[config.mk]
export PLATFORM = sky130hd
export DESIGN_NAME = loop_branch_unit
export DESIGN_NICKNAME = d
export VERILOG_FILES = /design/src/rtl/lcb_pkg.sv /design/src/rtl/lcb_decode.sv /design/src/rtl/lcb_adjust.sv /design/src/rtl/lcb_target.sv /design/src/rtl/loop_branch_unit.sv
export SDC_FILE = /design/constraint.sdc
export NUM_CORES = 1
export LEC_CHECK = 0
export ABC_AREA = 1
export BUFFER_PORTS_ARGS = -buffer_cell sky130_fd_sc_hd__buf_4
export CAP_MARGIN = 40
export CORE_MARGIN = 4
export CORE_UTILIZATION = 45
export DETAILED_ROUTE_END_ITERATION = 6
export PLACE_DENSITY = 0.72
export SLEW_MARGIN = 20
export SYNTH_ARGS = -nofsm -noshare
export SYNTH_HDL_FRONTEND = slang
export SYNTH_HIERARCHICAL = 1
export SYNTH_SLANG_ARGS = --single-unit
[constraint.sdc]
create_clock -name clk -period 2.5 [get_ports clk]
set_clock_uncertainty 0.1 [all_clocks]
set_input_delay 0.25 -clock clk [delete_from_list [all_inputs] [get_ports clk]]
set_output_delay 0.25 -clock clk [all_outputs]
set_load 0.05 [all_outputs]
[src/rtl/lcb_pkg.sv]
package lcb_pkg;
    localparam int DATA_W = 16;
    localparam int ADDR_W = 16;
    localparam int BYTE_W = 8;
    localparam int SEL_W  = 3;

    typedef enum logic [1:0] {
        OP_DEC = 2'b00,
        OP_TST = 2'b01,
        OP_INC = 2'b10,
        OP_BAD = 2'b11
    } loop_op_e;

    typedef struct packed {
        loop_op_e         op;
        logic             on_nonzero;
        logic             off_neg;
        logic [SEL_W-1:0] sel;
    } loop_ctrl_t;

    function automatic logic sel_is_byte(input logic [SEL_W-1:0] sel);
        return !sel[SEL_W-1];
    endfunction
endpackage

[src/rtl/lcb_decode.sv]
module lcb_decode
    import lcb_pkg::*;
(
    input  logic [7:0]  ctrl,
    output loop_ctrl_t  dec
);
    always_comb begin
        dec.op         = loop_op_e'(ctrl[7:6]);
        dec.on_nonzero = ctrl[5];
        dec.off_neg    = ctrl[4];
        dec.sel        = ctrl[SEL_W-1:0];
    end
endmodule

[src/rtl/lcb_adjust.sv]
module lcb_adjust
    import lcb_pkg::*;
#(
    parameter int W  = DATA_W,
    parameter int BW = BYTE_W
) (
    input  loop_op_e      op,
    input  logic          byte_mode,
    input  logic [W-1:0]  value,
    output logic [W-1:0]  result,
    output logic          is_zero
);
    logic [W-1:0] delta;
    logic [W-1:0] sum;

    always_comb begin
        unique case (op)
            OP_DEC:  delta = '1;
            OP_INC:  delta = W'(1);
            default: delta = '0;
        endcase
        sum = value + delta;
        if (byte_mode) begin
            result  = {{(W-BW){1'b0}}, sum[BW-1:0]};
            is_zero = (sum[BW-1:0] == '0);
        end else begin
            result  = sum;
            is_zero = (sum == '0);
        end
    end
endmodule

[src/rtl/lcb_target.sv]
module lcb_target #(
    parameter int AW = 16,
    parameter int OW = 8
) (
    input  logic          neg,
    input  logic [OW-1:0] off,
    input  logic [AW-1:0] pc,
    output logic [AW-1:0] target
);
    localparam int EXT_W = AW - OW;
    logic [AW-1:0] disp;

    always_comb begin
        disp   = {{EXT_W{neg}}, off};
        target = pc + disp;
    end
endmodule

[src/rtl/loop_branch_unit.sv]
module loop_branch_unit
    import lcb_pkg::*;
(
    input  logic                clk,
    input  logic                rst,
    input  logic                start,
    input  logic [7:0]          ctrl,
    input  logic [BYTE_W-1:0]   offset,
    input  logic [ADDR_W-1:0]   pc_in,
    output logic [SEL_W-1:0]    rd_sel,
    input  logic [DATA_W-1:0]   rd_data,
    output logic                wr_en,
    output logic [SEL_W-1:0]    wr_sel,
    output logic [DATA_W-1:0]   wr_data,
    output logic                valid,
    output logic                taken,
    output logic [ADDR_W-1:0]   pc_out,
    output logic                err
);
    loop_ctrl_t          dec;
    logic [DATA_W-1:0]   adj_val;
    logic                adj_zero;
    logic [ADDR_W-1:0]   tgt;
    logic                bad_op;
    logic                take_n;

    lcb_decode u_dec (
        .ctrl (ctrl),
        .dec  (dec)
    );

    lcb_adjust #(.W(DATA_W), .BW(BYTE_W)) u_adj (
        .op        (dec.op),
        .byte_mode (sel_is_byte(dec.sel)),
        .value     (rd_data),
        .result    (adj_val),
        .is_zero   (adj_zero)
    );

    lcb_target #(.AW(ADDR_W), .OW(BYTE_W)) u_tgt (
        .neg    (dec.off_neg),
        .off    (offset),
        .pc     (pc_in),
        .target (tgt)
    );

    assign rd_sel = dec.sel;

    always_comb begin
        bad_op = (dec.op == OP_BAD);
        take_n = !bad_op && (dec.on_nonzero ? !adj_zero : adj_zero);
    end

    always_ff @(posedge clk) begin
        if (rst) begin
            valid   <= 1'b0;
            wr_en   <= 1'b0;
            err     <= 1'b0;
            taken   <= 1'b0;
            wr_sel  <= '0;
            wr_data <= '0;
            pc_out  <= '0;
        end else begin
            valid   <= start;
            wr_en   <= start && !bad_op;
            err     <= start && bad_op;
            taken   <= start && take_n;
            if (start) begin
                wr_sel  <= dec.sel;
                wr_data <= adj_val;
                pc_out  <= take_n ? tgt : pc_in;
            end
        end
    end

    // Outputs held quiet through and just after reset
    assert_reset_quiet_R1: assert property (@(posedge clk)
        $past(rst) |-> (!valid && !wr_en && !err && !taken));

    assert_valid_after_start_R9: assert property (@(posedge clk) disable iff (rst)
        valid |-> $past(start));

    assert_untaken_keeps_pc_R9: assert property (@(posedge clk) disable iff (rst)
        (valid && !taken) |-> (pc_out == $past(pc_in)));

    assert_bad_op_flag_R3: assert property (@(posedge clk) disable iff (rst)
        valid |-> (err == ($past(ctrl[7:6]) == 2'b11)));

    assert_bad_op_inert_R3: assert property (@(posedge clk) disable iff (rst)
        (valid && err) |-> (!taken && !wr_en));

    assert_writeback_always_R7: assert property (@(posedge clk) disable iff (rst)
        (valid && !err) |-> (wr_en && wr_sel == $past(ctrl[2:0])));

    assert_byte_upper_clear_R8: assert property (@(posedge clk) disable iff (rst)
        (wr_en && !wr_sel[SEL_W-1]) |-> (wr_data[DATA_W-1:BYTE_W] == '0));
endmodule

; ---- Word-level counts from Yosys, hierarchy flattened
; Index checks and enable logic that the tools add are counted.
; Widths: inputs -> output; s select.
[classes]
n_addsub = 2
n_eq_ne = 2
mux = 5
reduce_logical = 9
[ops]
columns = cell, n
row1 = $add 16x16->16, 2
row2 = $mux 16, 2
row3 = $pmux 16 s2, 1
row4 = $logic_not 16->1, 1
row5 = $logic_not 8->1, 1
row6 = $eq 2x2->1 const B, 2
row7 = $logic_and 1x1->1, 4
row8 = $logic_not 1->1, 2
row9 = $logic_not 2->1, 1
row10 = $mux 1, 2
[word_totals]
register_bits = 39
input_bits = 51
output_inout_bits = 42
word_cells = 25

; ---- Depth between registers and ports, before layout
; Gate-level depths: netlist of the first run.
[depth]
word_depth = 9
depth_mapped = 28
mapped_depth_nobuf = 25

; ---- Modules after synthesis
; The synthesis of the first run kept the hierarchy.
[by_module_without_submodules]
columns = module, n_inst, cells_each, area_per_inst_um2, seq_area_each_um2
row1 = loop_branch_unit, 1, 236, 1722.9, 780.7
row2 = lcb_adjust, 1, 224, 1154.9, 0.0
row3 = lcb_target, 1, 175, 927.1, 0.0
row4 = lcb_decode, 1, 7, 52.6, 0.0

; ---- Worst setup path before layout of the first run
; No wires, ideal clock.
[synth_timing]
kind = input-to-reg
startpoint = in ctrl[7]
endpoint = reg pc_out[11]
setup_time_ps = 109
arrival_ps = 2552
required_time_ps = 2291
slack_ps = -261
cell_stages = 26
n_path_buf = 3
cell_sequence = buf_4 > nor2_4 > buf_6 > nand2_1 > nand2_1 > inv_1 > ha_1 > inv_1 > nand2_1 > nand3_1 > nand2_1 > nand2_1 > nand3b_1 > nand2_1 > nand3_1 > nor2_1 > nand2_1 > a21oi_2 > inv_2 > nand2_4 > nand3_4 > buf_6 > nand2_1 > nand3_1 > nand2_1 > inv_1
[synth_via]
elab_chain_len = 9
elab_cells_between_ends = 13
cone_classes = add/sub (1) / eq/ne (2) / mux (4) / reduce/logical (6)
[synth_rtl]
columns = item, line_no
row1 = from (decl), loop_branch_unit.sv:7  ; input logic [7:0] ctrl,
row2 = $eq 2x2->1 or $logic_not 2->1 (tied branches), lcb_adjust.sv:17  ; unique case (op)
row3 = $pmux 16 s2 (*), lcb_adjust.sv:17
row4 = $add 16x16->16 (*), lcb_adjust.sv:22  ; sum = value + delta;
row5 = $logic_not 16->1 or $logic_not 8->1 (tied branches), "lcb_adjust.sv:28, lcb_adjust.sv:25"
row6 = $mux 1 (*), lcb_adjust.sv:23  ; if (byte_mode) begin
row7 = named net adj_zero, loop_branch_unit.sv:22  ; logic adj_zero;
row8 = $logic_not 1->1, loop_branch_unit.sv:51  ; take_n = !bad_op && (dec.on_nonzero ? !adj_zero : adj_zero);
row9 = $mux 1 (*), loop_branch_unit.sv:51
row10 = $logic_and 1x1->1 (*), loop_branch_unit.sv:51
row11 = $mux 16 (*), loop_branch_unit.sv:71  ; pc_out <= take_n ? tgt : pc_in;
row12 = to (signal assigned), loop_branch_unit.sv:71
row13 = to (decl), loop_branch_unit.sv:17  ; output logic [ADDR_W-1:0] pc_out,
; Mark *: on every way through the listed nets, which the timed path passes. The rest lies on a longest branch.
; A chain may end at the register's enable or synchronous reset.

; ---- Final worst setup path of the first run
[layout_timing]
startpoint = in ctrl[6]
endpoint = reg pc_out[4]
; The elaborated chain is that of the path after synthesis.

==> results.md, run 1 <==
* Final Instance Area at 5560 um^2
* Worst-path clk slew at 0.07 ns
* Maximum vdd drop at 249 uV
* Final period utilization at 104%
* Die H at 101 um
* Pleak at 3.02 nW
* Most frequent cell after synthesis: nand2_1
* Fmax at 0.386 GHz
* Synthesized instance count at 642
* Yosys top cell area share at 20.7%
* Syn Nets at 711
* Final Hold Fails at 0
* CP max stage delay at 0.21 ns
* Initial antenna violation count at 0
* CTS Buf Count at 5
* Most instantiated cells after synthesis: nand2_1, inv_1, nor2_1
* Ports at 93
* Hold Path Stages at 3
* Final min period at 2.59 ns
* Area Growth Syn to Fin at 44.2%
* Failing checks: setup timing
* Syn_area_per_cell at 6.01 um^2
* Critical Path AT at 2.67 ns
* GP Congestion at 0.965
* GRT Residual Overflow at 0
* Initial Utilization at 46.7%
* Maximum fanout along the worst path at 8
* Min-Delay Path Class: in -> reg
* Final setup margin at -0.0890 ns
* RR Endpoint: pc_out[2]
* Routed length per instance at 12.9 um
* #FFs+latches synth at 39
* Mapped Area at 3860 um^2
* Cell accounting for the most synthesized area: nand2_1
* Root Buffer: clkbuf_8
* Top post-synthesis cells by area: nand2_1, dfxtp_1, inv_1
* Register area share after synthesis at 20.2%
* Die width at 101 um
* Fin Hold WS at 0.130 ns
* FF-to-FF path depth at 4
* Setup violators final at 17
* CTS Sinks at 39
* Clock Latency Late Sink at 0.28 ns
* Largest net degree at the start of global routing at 40
* Nets at 855
* RSZ-0062 raised after global routing: yes
* Cts hold-fix bufs at 0
* Die area at 10100 um^2
* Most numerous cell on the critical path: nand2_1
* P per Cell Area at 412 nW/um^2
* Max Cap Viol at 0
* CTS tree: built
* Status: finished with violations
* Post-synth top flop: dfxtp_1
* Post-Route Setup TNS at -0.702 ns
* Rows at 33
* Async set-reset flop share out of synthesis at 0%
* Initial DRT Pass Iterations at 5
* Initial drt markers at 219
* Ys Warns at 6
* WHS Endpoint: wr_sel[0]
* Max-slew headroom at 58.3%
* CP delay by family, top: simple AND/OR/NAND/NOR gates
* Max H-tree Level at 2
* HPWL after detailed placement at 8570 um
* Post-route ant nets at 0
* Hold Crit Start: ctrl[0]
* Crit end category: flip-flop
* Crit-path cells: buf_8 > nor2_4 > buf_12 > nor2_2 > nor2_4 > buf_4 > nand4_1 > nor2_1 > nand2_1 > nand2_1 > nand2_1 > nand2_2 > nand2_1 > nor2_1 > nand2_1 > a21oi_4 > inv_2 > nand2_8 > nand3_4 > nand2_1 > nand3_1 > nand2_1 > inv_1
* Slew @ Worst Pin at 0.625 ns
* Vias in the first global route at 3761
* Critical Path RT at 2.58 ns
* Post-synth EDFFs at 0
* DRC at 0
* Routed WL at 11500 um
* Buf/Inv on CP at 5
* ANT cells at 0
* Synth unique cells at 36
* Crit start category: primary input
* First-pass GRT wire length at 17700 um
* R2R Path Start: pc_out[2]
* Total GRT Usage at 21.2%
* Vias/cell at 4.95
* Placed Area at 4920 um^2
* Worst reg-to-reg setup slack at 1.72 ns
* Slowest CP cell: a21oi_4
* Via count at 4419
* Fraction of layout cells with a size suffix above 1 at 37.9%
* Port Buffers at 91
* Clock buffer depth at 2
* Max Slew Vio Count at 0
* WS Path Type: in -> reg
* Core ar. at 8260 um^2
## logic make-up (layout without fill, tap and decap cells)
kind of cell | Yosys count | count (layout) | share of synthesized area, %
compound gates | 46 | 46 | 7.56
xor+xnor | 19 | 19 | 4.70
fa+ha+maj | 18 | 18 | 6.03
buf+inv | 124 | 267 | 15.4
flops | 39 | 39 | 20.2
simple gates | 396 | 398 | 46.1
## metal layers
metal  part of all wire [%]  vias to the layer above  wire length [um]  track usage, %
met5                      0                        -                 0               0
met4                    1.0                        0               119            5.18
met3                    5.9                       13               686            1.94
met2                     46                      155              5280            33.2
met1                     47                     1960              5450            31.3
li1                       -                     2291                 -               -
## per-stage QoR
stage	setup slack, ns	cells	util (%)	total power, mW
3_5_place_dp	-0.320	861	59.6	1.72
2_1_floorplan	-0.0525	642	-	1.39
5_1_grt	-0.201	892	67.4	2.43
4_1_cts	-0.00368	883	64.0	2.24
6_report	-0.0890	892	67.4	2.29
3_3_place_gp	-0.273	861	59.6	1.71
## where the power goes
| group | internal [mW] | leakage (nW) | switching (mW) | total [mW] |
|---|---|---|---|---|
| logic | 0.458 | 2.65 | 0.689 | 1.15 |
| clock network | 0.252 | 0.0515 | 0.207 | 0.459 |
| registers | 0.665 | 0.322 | 0.0234 | 0.689 |
| total | 1.38 | 3.02 | 0.920 | 2.29 |
## worst reg2reg max path, cell delays in order, from the launching register on
cell and delay (ns):
dfxtp_1 0.33, nor2_1 0.09, nor2_1 0.05, nand2_1 0.08, inv_1 0.04
## worst max-delay path by stage
stage	to	slack, ns	startpoint	depth (start not counted)
floorplan	pc_out[11]	-0.05	ctrl[6]	26
global placement	pc_out[7]	-0.27	ctrl[7]	23
detailed placement	pc_out[1]	-0.32	ctrl[7]	23
CTS	pc_out[1]	-0.004	ctrl[7]	24
global route	pc_out[5]	-0.20	ctrl[6]	23
finish	pc_out[4]	-0.09	ctrl[6]	23
## flip-flops by register name (all words and copies together) (netlist names)
register	flops
wr_en	1
wr_sel	3
pc_out	16
wr_data	16
taken	1
err	1
valid	1
## placed cells by master (no fill, tap or decap), types with 2 or more instances in the layout
cell type	instances
a21oi_1	25
a41oi_1	9
nand3_1	31
buf_4	151
nor2_4	7
clkinv_1	2
a21oi_2	7
inv_4	2
nand4_1	23
ha_1	16
inv_1	82
nand3_4	4
nand3b_1	4
buf_6	5
xor2_2	2
buf_8	3
buf_12	2
nand2_4	14
nand2_8	2
xor2_1	14
nand2_1	170
nor2_1	64
inv_2	10
nor3_1	3
nand3_2	9
o21ai_0	2
clkbuf_8	7
nor2_2	5
dfxtp_1	39
xnor2_1	2
nor3_2	3
nand2_2	58
## layout make-up
cell class,count,area [um^2]
multi-input cells,481,2860
fillers,739,2690
repair buffers,163,1330
flip-flops and latches,39,781
inverters,96,365
well taps,105,131
clock buffers,8,100
## what timing repair did
action | in CTS | in global routing
endpoints found under the setup margin | 4 | 17
pin swaps | 17 | 60
setup buffers | 9 | 10
resized for setup | 26 | 64
gates cloned | 5 | 1
(Power assumes the default switching activity.)
==> inputs of run 2 (changes only) <==
--- a/config.mk
+++ b/config.mk
@@ -17,3 +17,4 @@
 export SYNTH_HDL_FRONTEND = slang
 export SYNTH_HIERARCHICAL = 1
 export SYNTH_SLANG_ARGS = --single-unit
+export TNS_END_PERCENT = 10
==> results.md, run 2 (same netlist as run 1, synthesis figures left out) <==
* First-pass GRT wire length at 18300 um (was 17700 um)
* CP delay by family, top: simple AND/OR/NAND/NOR gates (unchanged)
* Most numerous cell on the critical path: nand2_1 (unchanged)
* Die width at 101 um (unchanged)
* Crit-path cells: buf_4 > nor2_4 > buf_4 > nand2_4 > buf_4 > nand2_1 > o21bai_2 > nand2_1 > nand2_2 > nand2_1 > nand2_1 > nand2_1 > nand2_1 > nand2_1 > nor2_1 > nand2_1 > a21oi_2 > inv_2 > nand2_4 > nand3_4 > nand2_1 > nand3_1 > nand2_1 > inv_1 (was buf_8 > nor2_4 > buf_12 > nor2_2 > nor2_4 > buf_4 > nand4_1 > nor2_1 > nand2_1 > nand2_1 > nand2_1 > nand2_2 > nand2_1 > nor2_1 > nand2_1 > a21oi_4 > inv_2 > nand2_8 > nand3_4 > nand2_1 > nand3_1 > nand2_1 > inv_1)
* Slowest CP cell: a21oi_2 (was a21oi_4)
* Post-Route Setup TNS at 0 ns (was -0.702 ns)
* Routed length per instance at 12.7 um (was 12.9 um)
* Nets at 844 (was 855)
* Crit end category: flip-flop (unchanged)
* Final min period at 2.48 ns (was 2.59 ns)
* FF-to-FF path depth at 4 (unchanged)
* Status: complete, no violations (was finished with violations)
* CTS Buf Count at 5 (unchanged)
* Max H-tree Level at 2 (unchanged)
* Routed WL at 11200 um (was 11500 um)
* Post-route ant nets at 0 (unchanged)
* Fraction of layout cells with a size suffix above 1 at 30.8% (was 37.9%)
* GRT Residual Overflow at 0 (unchanged)
* RR Endpoint: pc_out[2] (unchanged)
* Critical path endpoint: pc_out[4] (unchanged)
* Largest net degree at the start of global routing at 40 (unchanged)
* Crit start category: primary input (unchanged)
* Most frequent cells in the layout: nand2_1, buf_4, inv_1 (unchanged)
* Maximum fanout along the worst path at 8 (unchanged)
* Core ar. at 8260 um^2 (unchanged)
* Rows at 33 (unchanged)
* Critical Path Start: ctrl[7] (was ctrl[6])
* Via count at 4389 (was 4419)
* Buf/Inv on CP at 5 (unchanged)
* HPWL after detailed placement at 8670 um (was 8570 um)
* Final Hold Fails at 0 (unchanged)
* Total GRT Usage at 21.6% (was 21.2%)
* Port Buffers at 91 (unchanged)
* Pleak at 2.89 nW (was 3.02 nW)
* Area Growth Syn to Fin at 34.4% (was 44.2%)
* Setup violators final at 0 (was 17)
* Maximum vdd drop at 231 uV (was 249 uV)
* CP max stage delay at 0.21 ns (about the same)
* Die area at 10100 um^2 (unchanged)
* Clock buffer depth at 2 (unchanged)
* Max Slew Vio Count at 0 (unchanged)
* Fmax at 0.403 GHz (was 0.386 GHz)
* Fin Hold WS at 0.124 ns (was 0.130 ns)
* Initial drt markers at 264 (was 219)
* Initial antenna violation count at 0 (unchanged)
* Max Cap Viol at 0 (unchanged)
* Commonest non-fill, non-tap cell in the layout: nand2_1 (unchanged)
* Worst reg-to-reg setup slack at 1.72 ns (about the same)
* Critical Path RT at 2.60 ns (was 2.58 ns)
* Biggest regs: pc_out (16), wr_data (16), wr_sel (3) (unchanged)
* GP Congestion at 0.942 (was 0.965)
* DRC at 0 (unchanged)
* ANT cells at 0 (unchanged)
* CTS tree: built (unchanged)
* Initial Utilization at 46.7% (unchanged)
* Die H at 101 um (unchanged)
* Max-slew headroom at 52.5% (was 58.3%)
* Critical Path AT at 2.58 ns (was 2.67 ns)
* Final period utilization at 99.2% (was 104%)
* Ports at 93 (unchanged)
* Slew @ Worst Pin at 0.712 ns (was 0.625 ns)
* Vias/cell at 4.98 (was 4.95)
* Worst-path clk slew at 0.08 ns (was 0.07 ns)
* WS Path Type: in -> reg (unchanged)
* Root Buffer: clkbuf_8 (unchanged)
* CTS Sinks at 39 (unchanged)
* Min-Delay Path Class: in -> reg (unchanged)
* Cts hold-fix bufs at 0 (unchanged)
* RSZ-0062 raised after global routing: yes (unchanged)
* Initial DRT Pass Iterations at 5 (unchanged)
* Worst path depth at 24 (was 23)
* P per Cell Area at 443 nW/um^2 (was 412 nW/um^2)
* Clock Latency Late Sink at 0.29 ns (was 0.28 ns)
* Vias in the first global route at 4091 (was 3761)
* R2R Path Start: pc_out[2] (unchanged)
[run 2: cell types whose count changed in the layout (fill, tap and decap cells not counted), moves of 3 or more]
cell / change
nand2_4: -5
nor2_4: -4
nand2_2: -25
nor2_1: +6
nand3_1: +6
nand3_2: -4
buf_6: -5
buf_4: -3
nand2_1: +32
a21oi_1: +3
[run 2: per-stage QoR]
step	utilization, %	std cells	power [mW]	area, um^2	worst slack (ns)
after floorplan	-	642	1.38	3920	-0.0536
after global placement	60.2	869	1.71	4970	-0.312
after detailed placement	60.2	869	1.73	4970	-0.372
after CTS	62.0	878	2.29	5120	-0.0242
after global routing	62.8	881	2.44	5190	-0.231
final	62.8	881	2.30	5190	0.0210
[run 2: what timing repair did]
action                     in CTS  in global routing
buffers inserted                0                  2
cloned                          1                  1
resized for setup               3                 13
pin swaps                       1                  2
setup endpoints to repair      17                 17
[run 2: layout make-up]
cell class / count / area (um^2)
clock buffer: 5 / 68.8
sequential: 39 / 781
timing repair buffer: 152 / 1190
inverter: 96 / 365
fill: 790 / 3070
multi-input combinational: 481 / 2610
tap: 105 / 131
clock inverter: 3 / 46.3
[run 2: worst min path at each step]
stage	start	endpoint	slack [ns]	cells past startpoint
2_1_floorplan	pc_in[10]	pc_out[10]	0.34	4
3_3_place_gp	wr_sel[1]	wr_sel[1]	0.35	2
3_5_place_dp	wr_data[3]	wr_data[3]	0.35	2
4_1_cts	ctrl[0]	wr_sel[0]	0.12	3
5_1_grt	ctrl[1]	wr_sel[1]	0.14	3
6_report	ctrl[0]	wr_sel[0]	0.12	3
[run 2: worst reg2reg max path, cell delays in order (launching register included)]
cell and delay, ns:
dfxtp_1 0.34, nor2_1 0.09, nor2_1 0.04, nand2_1 0.08, inv_1 0.04
[run 2: power breakdown]
part	internal (mW)	leakage [nW]	switching, mW
Clock	0.301	0.0548	0.252
Combinational	0.415	2.52	0.636
Sequential	0.665	0.322	0.0261
[run 2: per-layer routing]
metal	share of wire [%]	track usage [%]	vias up
li1	-	-	2268
met1	44	28.0	1940
met2	48	36.5	164
met3	6.8	3.46	17
met4	1.5	6.74	0
met5	0	0	-
==> inputs of run 3 (changes only) <==
--- a/config.mk
+++ b/config.mk
@@ -8,8 +8,10 @@
 export ABC_AREA = 1
 export BUFFER_PORTS_ARGS = -buffer_cell sky130_fd_sc_hd__buf_4
 export CAP_MARGIN = 40
+export CORE_ASPECT_RATIO = 0.9
 export CORE_MARGIN = 4
 export CORE_UTILIZATION = 45
+export CTS_CLUSTER_DIAMETER = 120
 export DETAILED_ROUTE_END_ITERATION = 6
 export PLACE_DENSITY = 0.72
 export SLEW_MARGIN = 20
==> results.md, run 3 (same netlist as run 1, synthesis figures left out) <==
* Status: finished with violations (was complete, no violations)
* Failing checks: setup timing
* Root Buffer: clkbuf_8 (unchanged)
* Critical path endpoint: pc_out[9] (was pc_out[4])
* Port Buffers at 91 (unchanged)
* Ports at 93 (unchanged)
* R2R Path Start: pc_out[15] (was pc_out[2])
* FF-to-FF path depth at 4 (unchanged)
* GRT Residual Overflow at 0 (unchanged)
* Placed Area at 4950 um^2 (was 4970 um^2)
* Switching share of power at 39.6% (was 39.8%)
* First-pass GRT wire length at 18000 um (was 18300 um)
* Initial DRT Pass Iterations at 5 (unchanged)
* Die H at 95.8 um (was 101 um)
* ANT cells at 0 (unchanged)
* Final min period at 2.53 ns (was 2.48 ns)
* P per Cell Area at 439 nW/um^2 (was 443 nW/um^2)
* Commonest non-fill, non-tap cell in the layout: nand2_1 (unchanged)
* RR Endpoint: pc_out[15] (was pc_out[2])
* Power Total at 2.26 mW (was 2.30 mW)
* Int Pwr at 1.36 mW (was 1.38 mW)
* Biggest regs: pc_out (16), wr_data (16), wr_sel (3) (unchanged)
* RSZ-0062 raised after global routing: yes (unchanged)
* Maximum vdd drop at 262 uV (was 231 uV)
* Area Growth Syn to Fin at 33.4% (was 34.4%)
* Initial drt markers at 228 (was 264)
* Clock Latency Late Sink at 0.29 ns (about the same)
* Initial Utilization at 47.1% (was 46.7%)
* Total GRT Usage at 21.3% (was 21.6%)
* Most frequent cells in the layout: nand2_1, buf_4, inv_1 (unchanged)
* Max Cap Viol at 0 (unchanged)
* Clock power share at 23.4% (was 24.1%)
* Pleak at 2.87 nW (was 2.89 nW)
* Setup violators final at 4 (was 0)
* Critical Path AT at 2.62 ns (was 2.58 ns)
* Post-route ant nets at 0 (unchanged)
* Rows at 31 (was 33)
* Die width at 106 um (was 101 um)
* Worst-path clk slew at 0.08 ns (about the same)
* Clock buffer depth at 2 (unchanged)
* Slew @ Worst Pin at 0.692 ns (was 0.712 ns)
* Via count at 4389 (unchanged)
* Final Hold Fails at 0 (unchanged)
* Die area at 10100 um^2 (about the same)
* Fraction of layout cells with a size suffix above 1 at 29.7% (was 30.8%)
* Sequential share of power at 30.6% (was 30.1%)
* Nets at 842 (was 844)
* Largest net degree at the start of global routing at 54 (was 40)
* Final setup margin at -0.0286 ns (was 0.0210 ns)
* GP Congestion at 0.972 (was 0.942)
* Hold Path Stages at 3 (unchanged)
* CTS Sinks at 39 (unchanged)
* Initial antenna violation count at 0 (unchanged)
* HPWL after detailed placement at 8840 um (was 8670 um)
* Core ar. at 8180 um^2 (was 8260 um^2)
* Worst reg-to-reg setup slack at 1.70 ns (was 1.72 ns)
* DRC at 0 (unchanged)
* Vias/cell at 4.94 (was 4.98)
* Pre-CTS setup slack at -0.347 ns (was -0.372 ns)
* Maximum fanout along the worst path at 19 (was 8)
* Crit start category: primary input (unchanged)
* Final Instance Area at 5140 um^2 (was 5190 um^2)
* CTS Buf Count at 5 (unchanged)
* Hold Crit Start: ctrl[0] (unchanged)
* Routed length per instance at 12.6 um (was 12.7 um)
* Critical Path RT at 2.59 ns (was 2.60 ns)
* Vias in the first global route at 4008 (was 4091)
* WS Path Type: in -> reg (unchanged)
* Max H-tree Level at 2 (unchanged)
* Routed WL at 11200 um (unchanged)
* CTS tree: built (unchanged)
* Critical Path Start: ctrl[6] (was ctrl[7])
* Final period utilization at 101% (was 99.2%)
* Max-slew headroom at 53.8% (was 52.5%)
* Max Slew Vio Count at 0 (unchanged)
* Min-Delay Path Class: in -> reg (unchanged)
* Fmax at 0.395 GHz (was 0.403 GHz)
* Combinational power share at 45.9% (was 45.8%)
* Psw at 0.895 mW (was 0.915 mW)
* Crit end category: flip-flop (unchanged)
[run 3: layout make-up]
type / count / area [um^2]
timing repair buffer: 150 / 1150
fill: 777 / 3040
inverter: 96 / 365
clock inverter: 3 / 43.8
tap: 115 / 144
clock buffer: 5 / 68.8
sequential: 39 / 781
multi-input combinational: 481 / 2590
[run 3: timing repair]
item / in CTS / in global routing
resized for setup: 4 / 6
pin swaps: 2 / 4
gates cloned: 0 / 2
buffers inserted: 1 / 1
hold endpoints to repair: 0 / 0
hold buffers: 0 / 0
endpoints found under the setup margin: 8 / 17
[run 3: power by group through the flow]
| stage | registers [mW] | clock network [mW] | logic, mW |
|---|---|---|---|
| 6_report | 0.692 | 0.529 | 1.04 |
| 3_5_place_dp | 0.705 | 0 | 1.02 |
| 5_1_grt | 0.696 | 0.577 | 1.14 |
| 2_1_floorplan | 0.852 | 0 | 0.532 |
| 4_1_cts | 0.692 | 0.547 | 1.02 |
| 3_3_place_gp | 0.705 | 0 | 0.998 |
[run 3: worst min-delay path by stage]
stage / slack (ns) / to
finish: 0.13 / wr_sel[0]
floorplan: 0.34 / pc_out[10]
global route: 0.13 / wr_sel[0]
CTS: 0.12 / wr_sel[0]
detailed placement: 0.35 / wr_data[5]
global placement: 0.35 / wr_data[6]
[run 3: metrics by stage]
| step | instances | TNS, ns | hold slack, ns | utilization (%) |
|---|---|---|---|---|
| 4_1_cts | 886 | 0 | 0.118 | 62.1 |
| 3_3_place_gp | 877 | -3.91 | 0.350 | 60.4 |
| 5_1_grt | 889 | -4.50 | 0.130 | 62.9 |
| 3_5_place_dp | 877 | -5.18 | 0.354 | 60.4 |
| 2_1_floorplan | 642 | -0.396 | 0.335 | - |
| 6_report | 889 | -0.0450 | 0.130 | 62.9 |
[run 3: routing by layer]
layer  GRT usage, %  vias up  wire length, um
met5              0        -                0
met4           5.72        0              203
met3           2.15       22              565
met2           36.9      139             5300
met1           28.5     1960             5090
li1               -     2268                -
[run 3: critical path, cell delays in order]
cell and delay (ns):
buf_4 0.14, nor2_4 0.13, buf_12 0.16, nand2_1 0.08
nand2_2 0.11, nand2_1 0.08, nor2_2 0.12, nand2_1 0.07
nand2_2 0.10, nand2_1 0.07, nand2_1 0.07, nand2_1 0.06
nand2_1 0.08, nand2_1 0.09, nor2_1 0.10, nand2_1 0.09
a21oi_4 0.17, nand2_4 0.13, buf_6 0.17, nand4_1 0.09
nand3_1 0.13, nand2_1 0.09, inv_1 0.04
